[src/rtl/cct_pkg.sv]
// Shared constants for the capture/compare timer: register addresses,
// control bit positions and flag/mask bit positions.
// Assumes a 4-bit register address space.
package cct_pkg;
    typedef logic [3:0] cct_addr_t;

    localparam cct_addr_t A_CNT_L  = 4'd0;
    localparam cct_addr_t A_CNT_H  = 4'd1;
    localparam cct_addr_t A_CMPA_L = 4'd2;
    localparam cct_addr_t A_CMPA_H = 4'd3;
    localparam cct_addr_t A_CMPB_L = 4'd4;
    localparam cct_addr_t A_CMPB_H = 4'd5;
    localparam cct_addr_t A_CAP_L  = 4'd6;
    localparam cct_addr_t A_CAP_H  = 4'd7;
    localparam cct_addr_t A_CTRL   = 4'd8;
    localparam cct_addr_t A_MASK   = 4'd9;
    localparam cct_addr_t A_FLAG   = 4'd10;

    localparam int C_RUN    = 0;
    localparam int C_TOPCAP = 1;
    localparam int C_RISE   = 2;
    localparam int C_SRCCMP = 3;
    localparam int C_OUTA   = 4;

    localparam int N_SRC = 4;
    localparam int N_CMP = 2;
    // flag/mask bit position per source: ovf, cmpA, cmpB, capture
    localparam int SRC_BIT [N_SRC] = '{0, 1, 2, 5};
endpackage

[src/rtl/cct_capture.sv]
// Capture event generator: picks a source, synchronizes it through
// SYNC_STAGES flops and emits a one-cycle pulse on the chosen edge.
// Assumes SYNC_STAGES >= 2 and that source inputs are asynchronous.
module cct_capture #(
    parameter int SYNC_STAGES = 2
) (
    input  logic clk,
    input  logic rst_n,
    input  logic pin_in,
    input  logic cmp_in,
    input  logic use_cmp,
    input  logic rise_sel,
    output logic evt
);
    localparam int MSB = SYNC_STAGES - 1;

    logic             raw;
    logic [MSB:0]     sync_q;
    logic             prev_q;

    assign raw = use_cmp ? cmp_in : pin_in;

    // synchronizer chain plus one delay stage for edge detection
    always_ff @(posedge clk) begin
        if (!rst_n) begin
            sync_q <= '0;
            prev_q <= 1'b0;
        end else begin
            sync_q <= {sync_q[MSB-1:0], raw};
            prev_q <= sync_q[MSB];
        end
    end

    // edge qualification by selected polarity
    always_comb begin
        if (rise_sel) evt = sync_q[MSB] & ~prev_q;
        else          evt = ~sync_q[MSB] & prev_q;
    end

    // an event can only follow a real change on the synchronized line
    assert_evt_from_change_R6: assert property (@(posedge clk) disable iff (!rst_n)
        evt |=> (prev_q != $past(prev_q)));
endmodule

[src/rtl/cct_compare.sv]
// One compare channel: flags equality of the running counter with its
// compare value and toggles the waveform pin when output is enabled.
module cct_compare #(
    parameter int CNT_W = 16
) (
    input  logic             clk,
    input  logic             rst_n,
    input  logic [CNT_W-1:0] cnt,
    input  logic [CNT_W-1:0] cmp,
    input  logic             run,
    input  logic             out_en,
    output logic             match,
    output logic             wave
);
    assign match = run && (cnt == cmp);

    // waveform toggle register
    always_ff @(posedge clk) begin
        if (!rst_n)                wave <= 1'b0;
        else if (match && out_en)  wave <= ~wave;
    end

    // the waveform only moves on an enabled match
    assert_wave_hold_R5: assert property (@(posedge clk) disable iff (!rst_n)
        !(match && out_en) |=> $stable(wave));
    assert_wave_flip_R5: assert property (@(posedge clk) disable iff (!rst_n)
        (match && out_en) |=> (wave != $past(wave)));
endmodule

[src/rtl/cct_irq_flag.sv]
// One interrupt source: sticky flag with set-over-clear priority,
// gated by its enable and the global enable into a request.
module cct_irq_flag (
    input  logic clk,
    input  logic rst_n,
    input  logic set,
    input  logic clr,
    input  logic en,
    input  logic gen,
    output logic flag,
    output logic req
);
    // sticky flag, set wins over clear
    always_ff @(posedge clk) begin
        if (!rst_n)   flag <= 1'b0;
        else if (set) flag <= 1'b1;
        else if (clr) flag <= 1'b0;
    end

    assign req = flag & en & gen;

    assert_clear_R10: assert property (@(posedge clk) disable iff (!rst_n)
        (clr && !set) |=> !flag);
    assert_set_R10: assert property (@(posedge clk) disable iff (!rst_n)
        set |=> flag);
    assert_req_gated_R9: assert property (@(posedge clk) disable iff (!rst_n)
        !gen |-> !req);
endmodule

[src/rtl/cct_timer16.sv]
// Capture/compare timer top: counter, compare and capture registers, the
// shared staging latch for atomic 16-bit access, control, mask and flags.
// Assumes a single-master bus whose strobes are held for one cycle;
// bus_rdata is combinational from bus_addr.
module cct_timer16
    import cct_pkg::*;
#(
    parameter int BYTE_W      = 8,
    parameter int SYNC_STAGES = 2
) (
    input  logic              clk,
    input  logic              rst_n,
    input  logic [3:0]        bus_addr,
    input  logic              bus_wr,
    input  logic              bus_rd,
    input  logic [BYTE_W-1:0] bus_wdata,
    output logic [BYTE_W-1:0] bus_rdata,
    input  logic              cap_pin,
    input  logic              cap_cmp,
    input  logic              irq_global_en,
    input  logic [3:0]        irq_ack,
    output logic [3:0]        irq_req,
    output logic              wave_a,
    output logic              wave_b
);
    localparam int CNT_W = 2 * BYTE_W;
    localparam logic [CNT_W-1:0] CNT_MAX = '1;

    logic [CNT_W-1:0]  cnt_q, capt_q, top_val;
    logic [CNT_W-1:0]  cmp_q [N_CMP];
    logic [BYTE_W-1:0] temp_q, ctrl_q, mask_q, flag_byte, mask_wmask;
    logic [N_CMP-1:0]  match_v, wave_v;
    logic [N_SRC-1:0]  set_v, clr_v, flag_v, en_v;
    logic              run, cnt_load, ovf_evt, cap_evt;

    assign run      = ctrl_q[C_RUN];
    assign cnt_load = bus_wr && (bus_addr == A_CNT_L);
    assign top_val  = ctrl_q[C_TOPCAP] ? capt_q : CNT_MAX;
    assign ovf_evt  = run && !cnt_load && (cnt_q == top_val);

    // counter: bus commit first, then count with wrap at TOP
    always_ff @(posedge clk) begin
        if (!rst_n)        cnt_q <= '0;
        else if (cnt_load) cnt_q <= {temp_q, bus_wdata};
        else if (ovf_evt)  cnt_q <= '0;
        else if (run)      cnt_q <= cnt_q + 1'b1;
    end

    // shared staging latch: high writes fill it, low reads snapshot into it
    always_ff @(posedge clk) begin
        if (!rst_n) temp_q <= '0;
        else if (bus_wr) begin
            if (bus_addr == A_CNT_H || bus_addr == A_CMPA_H || bus_addr == A_CMPB_H)
                temp_q <= bus_wdata;
        end else if (bus_rd) begin
            case (bus_addr)
                A_CNT_L:  temp_q <= cnt_q[CNT_W-1:BYTE_W];
                A_CMPA_L: temp_q <= cmp_q[0][CNT_W-1:BYTE_W];
                A_CMPB_L: temp_q <= cmp_q[1][CNT_W-1:BYTE_W];
                A_CAP_L:  temp_q <= capt_q[CNT_W-1:BYTE_W];
                default:  temp_q <= temp_q;
            endcase
        end
    end

    // compare registers and channels, one per generate slice
    for (genvar ch = 0; ch < N_CMP; ch++) begin : g_cmp
        localparam cct_addr_t LO_ADDR = cct_addr_t'(int'(A_CMPA_L) + 2 * ch);

        // compare value commit on low-byte write
        always_ff @(posedge clk) begin
            if (!rst_n) cmp_q[ch] <= '0;
            else if (bus_wr && bus_addr == LO_ADDR) cmp_q[ch] <= {temp_q, bus_wdata};
        end

        cct_compare #(.CNT_W(CNT_W)) u_cmp (
            .clk    (clk),
            .rst_n  (rst_n),
            .cnt    (cnt_q),
            .cmp    (cmp_q[ch]),
            .run    (run),
            .out_en (ctrl_q[C_OUTA + ch]),
            .match  (match_v[ch]),
            .wave   (wave_v[ch])
        );
    end

    assign wave_a = wave_v[0];
    assign wave_b = wave_v[1];

    cct_capture #(.SYNC_STAGES(SYNC_STAGES)) u_cap (
        .clk      (clk),
        .rst_n    (rst_n),
        .pin_in   (cap_pin),
        .cmp_in   (cap_cmp),
        .use_cmp  (ctrl_q[C_SRCCMP]),
        .rise_sel (ctrl_q[C_RISE]),
        .evt      (cap_evt)
    );

    // capture register: loaded only by capture events
    always_ff @(posedge clk) begin
        if (!rst_n)       capt_q <= '0;
        else if (cap_evt) capt_q <= cnt_q;
    end

    // control and mask registers
    always_comb begin
        mask_wmask = '0;
        for (int i = 0; i < N_SRC; i++) mask_wmask[SRC_BIT[i]] = 1'b1;
    end

    always_ff @(posedge clk) begin
        if (!rst_n) begin
            ctrl_q <= '0;
            mask_q <= '0;
        end else if (bus_wr) begin
            if (bus_addr == A_CTRL) ctrl_q <= bus_wdata;
            if (bus_addr == A_MASK) mask_q <= bus_wdata & mask_wmask;
        end
    end

    // per-source flag set/clear vectors and flag byte view
    assign set_v = {cap_evt, match_v[1], match_v[0], ovf_evt};

    always_comb begin
        flag_byte = '0;
        for (int i = 0; i < N_SRC; i++) begin
            en_v[i]  = mask_q[SRC_BIT[i]];
            clr_v[i] = irq_ack[i] | (bus_wr && bus_addr == A_FLAG && bus_wdata[SRC_BIT[i]]);
            flag_byte[SRC_BIT[i]] = flag_v[i];
        end
    end

    for (genvar s = 0; s < N_SRC; s++) begin : g_src
        cct_irq_flag u_flag (
            .clk   (clk),
            .rst_n (rst_n),
            .set   (set_v[s]),
            .clr   (clr_v[s]),
            .en    (en_v[s]),
            .gen   (irq_global_en),
            .flag  (flag_v[s]),
            .req   (irq_req[s])
        );
    end

    // read data mux; odd addresses return the staging latch
    always_comb begin
        case (bus_addr)
            A_CNT_L:  bus_rdata = cnt_q[BYTE_W-1:0];
            A_CMPA_L: bus_rdata = cmp_q[0][BYTE_W-1:0];
            A_CMPB_L: bus_rdata = cmp_q[1][BYTE_W-1:0];
            A_CAP_L:  bus_rdata = capt_q[BYTE_W-1:0];
            A_CNT_H, A_CMPA_H, A_CMPB_H, A_CAP_H: bus_rdata = temp_q;
            A_CTRL:   bus_rdata = ctrl_q;
            A_MASK:   bus_rdata = mask_q;
            A_FLAG:   bus_rdata = flag_byte;
            default:  bus_rdata = '0;
        endcase
    end

    assert_wrap_R4: assert property (@(posedge clk) disable iff (!rst_n)
        ovf_evt |=> (cnt_q == '0));
    assert_capture_load_R6: assert property (@(posedge clk) disable iff (!rst_n)
        cap_evt |=> (capt_q == $past(cnt_q)));
    assert_capture_hold_R7: assert property (@(posedge clk) disable iff (!rst_n)
        !cap_evt |=> $stable(capt_q));
    assert_latch_idle_R3: assert property (@(posedge clk) disable iff (!rst_n)
        (!bus_wr && !bus_rd) |=> $stable(temp_q));
    assert_mask_reserved_R8: assert property (@(posedge clk) disable iff (!rst_n)
        (bus_addr == A_MASK) |-> (bus_rdata[7:6] == 2'b00 && bus_rdata[4:3] == 2'b00));
endmodule

[config.mk]
export PLATFORM = sky130hd
export DESIGN_NAME = cct_timer16
export DESIGN_NICKNAME = d
export VERILOG_FILES = /design/src/rtl/cct_pkg.sv /design/src/rtl/cct_capture.sv /design/src/rtl/cct_compare.sv /design/src/rtl/cct_irq_flag.sv /design/src/rtl/cct_timer16.sv
export SDC_FILE = /design/constraint.sdc
export NUM_CORES = 1
export LEC_CHECK = 0
export BUFFER_PORTS_ARGS = -buffer_cell sky130_fd_sc_hd__buf_2
export CORE_UTILIZATION = 66
export CTS_CLUSTER_DIAMETER = 200
export DETAILED_ROUTE_END_ITERATION = 12
export GPL_ROUTABILITY_DRIVEN = 0
export PLACE_DENSITY = 0.82
export RECOVER_POWER = 100
export SLEW_MARGIN = 20
export SYNTH_ARGS = -nofsm -noshare
export SYNTH_HDL_FRONTEND = slang
export SYNTH_SLANG_ARGS = --single-unit
[constraint.sdc]
create_clock -name clk -period 3 [get_ports clk]
set_input_delay 0.15 -clock clk [delete_from_list [all_inputs] [get_ports clk]]
set_output_delay 0.15 -clock clk [all_outputs]
set_load 0.01 [all_outputs]
==> impl_results.md <==
- Outcome: complete, no violations
- Synth Warn #: 0
- Detailed-route via count: 5457
- Grt ovf: 0
- Die Y: 96.6 um
- Clk pwr share: 36.7%
- Largest net degree at the start of global routing: 34
- Diode count: 0
- Pre-Repair DR Iteration Count: 7
- Largest area contributor in the netlist: dfxtp_1
- Combinational family with the most area after synthesis: simple AND/OR/NAND/NOR gates
- Cells after Synth: 673
- Fin nets: 701
- P_leak: 2.15 nW
- NetSw: 0.663 mW
- Reg-to-reg critical path startpoint: cnt_q[7]$_SDFFE_PN0P_
- Clock transition at path regs: 0.09 ns
- #FFs+latches synth: 93
- Top cell type's share of synthesized area: 20.7%
- Area Overhead vs Synth: 5.57%
- Slowest cell on crit path: clkbuf_1
- CP Data Arrival Time: 2.93 ns
- Hold crit path type: in -> reg
- Site Rows: 34
- PostCTS Resize Cnt: 0
- Post-DR vias/cell: 6.91
- CP most frequent cell: clkbuf_1
- RSZ-0062 raised after global routing: false
- Routed len/inst: 23.5 um
- Fmax: 370 MHz
- Clock buffer depth: 2
- Mapped Nets: 697
- Reg2Reg Setup Slack: 0.55 ns
- Drt initial violations: 678
- WHS Path Cells: 3
- Sw Ratio: 26.1%
- Mux contribution to synthesized area: 8.11%
- Post-synth EDFFs: 32
- Max cap viols: 0
- Setup Buffers After CTS: 0
- Final period util: 90.0%
- Internal power: 1.87 mW
- Worst slew pin tran: 1.34 ns
- Setup Skew: 0.0126 ns
- Synth cell types: 61
- Total design power: 2.54 mW
- Sequential share of power: 54.3%
- Complex-gate fraction of the synthesized area: 15.6%
- Cts bufs inserted: 9
- Final wirelength: 18.6 mm
- Post-route DRC: 0
- Ys flop type: dfxtp_1
- Mean post-synth cell area: 8.78 um2
- Register area share after synthesis: 36.9%
- Reg-to-reg endpoint: g_cmp[1].u_cmp.wave$_SDFFE_PN0P_
- Min cycle time layout: 2.70 ns
- Peak supply drop: 0.000397 V
- Crit-path max FO: 23
- Sink Count: 93
- Cts hold-fix bufs: 0
- Slew HR: 10.5%
- Port-buffer cells: 36
- Setup TNS: 0 ns
- Die ar.: 9340 um2
- Hold Path End: u_cap.sync_q[0]$_SDFF_PN0_
- Post-synthesis xor/xnor area fraction: 8.00%
- Synth Area in Adders: 0.212%
- Fillers: 673
- Detail Placement HPWL: 12.7 mm
- Launch point of the worst hold path: cap_pin
- Cell Pwr Density: 407 nW/um2
- H-tree depth: 3
- Worst reg2reg path depth: 5
- Async set-reset flop share out of synthesis: 0%
- Worst Setup Start Kind: primary input
- CTS tree: done
- Layout cells sized above 1: 8.80%
- Io pins: 37
- Final Hold Vio Count: 0
- Pins over their slew limit: 0
- CTS root buf: clkbuf_8
- Antenna Violating Nets Remaining: 0
- Post-DP Area: 6080 um2
- Required time of the critical path: 3.23 ns
- Gate power share: 9.0%
- CORE AREA: 8680 um2
- First-pass GRT wire length: 28.9 mm
- Initial antenna violation count: 0
- Total Routing Usage GR: 40.3%
- CP endpoint kind: flip-flop
- Kind of critical path: in -> reg
- CP cell instances: clkbuf_1 -> nand2b_1 -> nor3_1 -> clkbuf_1 -> nand2_1 -> nor2_1 -> and2_1
- Simple-gate portion of the synthesized area: 25.8%
- Max stage delay on crit path: 0.95 ns
- Post-Layout Inst Area: 6240 um2
- Synth area leaders: dfxtp_1 21%, edfxtp_1 16%, mux2i_1 6.8%, xor2_1 5.2%, and2_1 5.1%
- Clock latency on the worst-skew pair: 0.37 ns
- Die width: 96.6 um
- Vias in the first global route: 5332
- Cell area after synthesis: 5910 um2
- Initial Util: 68.1%
- Final setup vio count: 0
metal layers:
layer	part of all wire (%)	global-route usage, %	up-vias	routed length (um)
li1	-	-	2432	-
met1	37	52.0	2516	6870
met2	44	61.1	412	8100
met3	13	10.1	97	2410
met4	6.4	23.8	0	1180
met5	0	0	-	0
critical path, delay by kind of cell:
| family | cells | cell delay, ns |
|---|---|---|
| AND/OR/NAND/NOR | 5 | 1.43 |
| buffers and inverters | 2 | 1.33 |
cells by family after synthesis:
family	after synthesis
compound gates	135
xor+xnor	54
fa+ha+maj	1
mux	45
simple gates	274
buf+inv	71
flops	93
cell usage after synthesis (3+ instances only):
master / n
o2111ai_1: 5
a32oi_1: 5
o21ai_0: 25
xor2_1: 35
mux2i_1: 40
dfxtp_1: 61
o211ai_1: 35
a22oi_1: 6
nand4_1: 7
nor4_1: 12
nand2_1: 58
and3_1: 7
nor3b_1: 17
mux2_2: 3
nand3_1: 11
o41ai_1: 3
or2_2: 3
nor3_1: 21
or3b_1: 3
a21oi_1: 30
nor2_1: 50
nand2b_1: 12
buf_1: 6
a221o_1: 8
buf_4: 5
clkbuf_1: 31
nand3b_1: 4
inv_1: 10
nand4bb_1: 4
edfxtp_1: 32
xnor2_1: 19
and2_1: 48
buf_2: 17
cells in the final DEF, fill, tap and decap left out, drive strengths merged, types with 5 or more instances in the layout:
master / n
a32oi: 5
nand2b: 12
buf: 34
edfxtp: 32
xnor2: 19
nand2: 58
dfxtp: 61
inv: 11
nor3: 23
mux2i: 40
nand3: 11
and3: 7
nor4: 12
nor2: 50
nor3b: 18
xor2: 35
and2: 48
o21ai: 26
a221o: 8
clkbuf: 31
a22oi: 6
o2111ai: 5
o211ai: 35
a21oi: 30
nand4: 7
worst max-delay path by stage:
| stage | start | endpoint | slack [ns] | cells past startpoint |
|---|---|---|---|---|
| 2_1_floorplan | cnt_q[11]$_SDFFE_PN0P_ | cnt_q[10]$_SDFFE_PN0P_ | 1.12 | 7 |
| 3_3_place_gp | bus_addr[0] | cmp_q[0][11]$_SDFFCE_PN0P_ | 0.74 | 5 |
| 3_5_place_dp | bus_addr[0] | cmp_q[0][14]$_SDFFCE_PN0P_ | 0.64 | 6 |
| 4_1_cts | cnt_q[3]$_SDFFE_PN0P_ | g_cmp[1].u_cmp.wave$_SDFFE_PN0P_ | 0.70 | 5 |
| 5_1_grt | bus_addr[2] | cmp_q[1][6]$_SDFFCE_PN0P_ | 0.23 | 7 |
| 6_report | bus_addr[2] | cmp_q[1][6]$_SDFFCE_PN0P_ | 0.30 | 7 |
layout make-up:
type / instances / area, um2 / area share (%)
multi-input cells: 509 / 3380 / 54.2
inverters: 11 / 41.3 / 0.662
clock buffers: 12 / 166 / 2.67
flip-flops and latches: 93 / 2180 / 35.0
repair buffers: 53 / 277 / 4.43
clock inverters: 4 / 55.1 / 0.882
well taps: 108 / 135 / 2.17
power groups by stage:
stage / logic, mW / registers, mW / clock network (mW)
finish: 0.229 / 1.38 / 0.930
CTS: 0.224 / 1.37 / 0.929
global route: 0.241 / 1.38 / 0.972
floorplan: 0.155 / 1.38 / 0
detailed placement: 0.223 / 1.40 / 0
global placement: 0.216 / 1.40 / 0
sequential cells by signal, summed over array words and instances (netlist names):
name and cells:
capt_q 16, cmp_q 32, cnt_q 16, ctrl_q 8
g_cmp.u_cmp.wave 2, g_src.u_flag.flag 4, mask_q 4, temp_q 8
u_cap.prev_q 1, u_cap.sync_q 2
stage by stage:
step	hold WS, ns	instances	setup slack (ns)	utilization, %
5_1_grt	0.0480	790	0.229	71.9
2_1_floorplan	0.294	673	1.12	-
4_1_cts	0.0208	790	0.702	72.7
6_report	0.0224	790	0.299	71.9
3_3_place_gp	0.392	774	0.741	70.1
3_5_place_dp	0.397	774	0.643	70.1
Power figures use the tool's default switching activity.
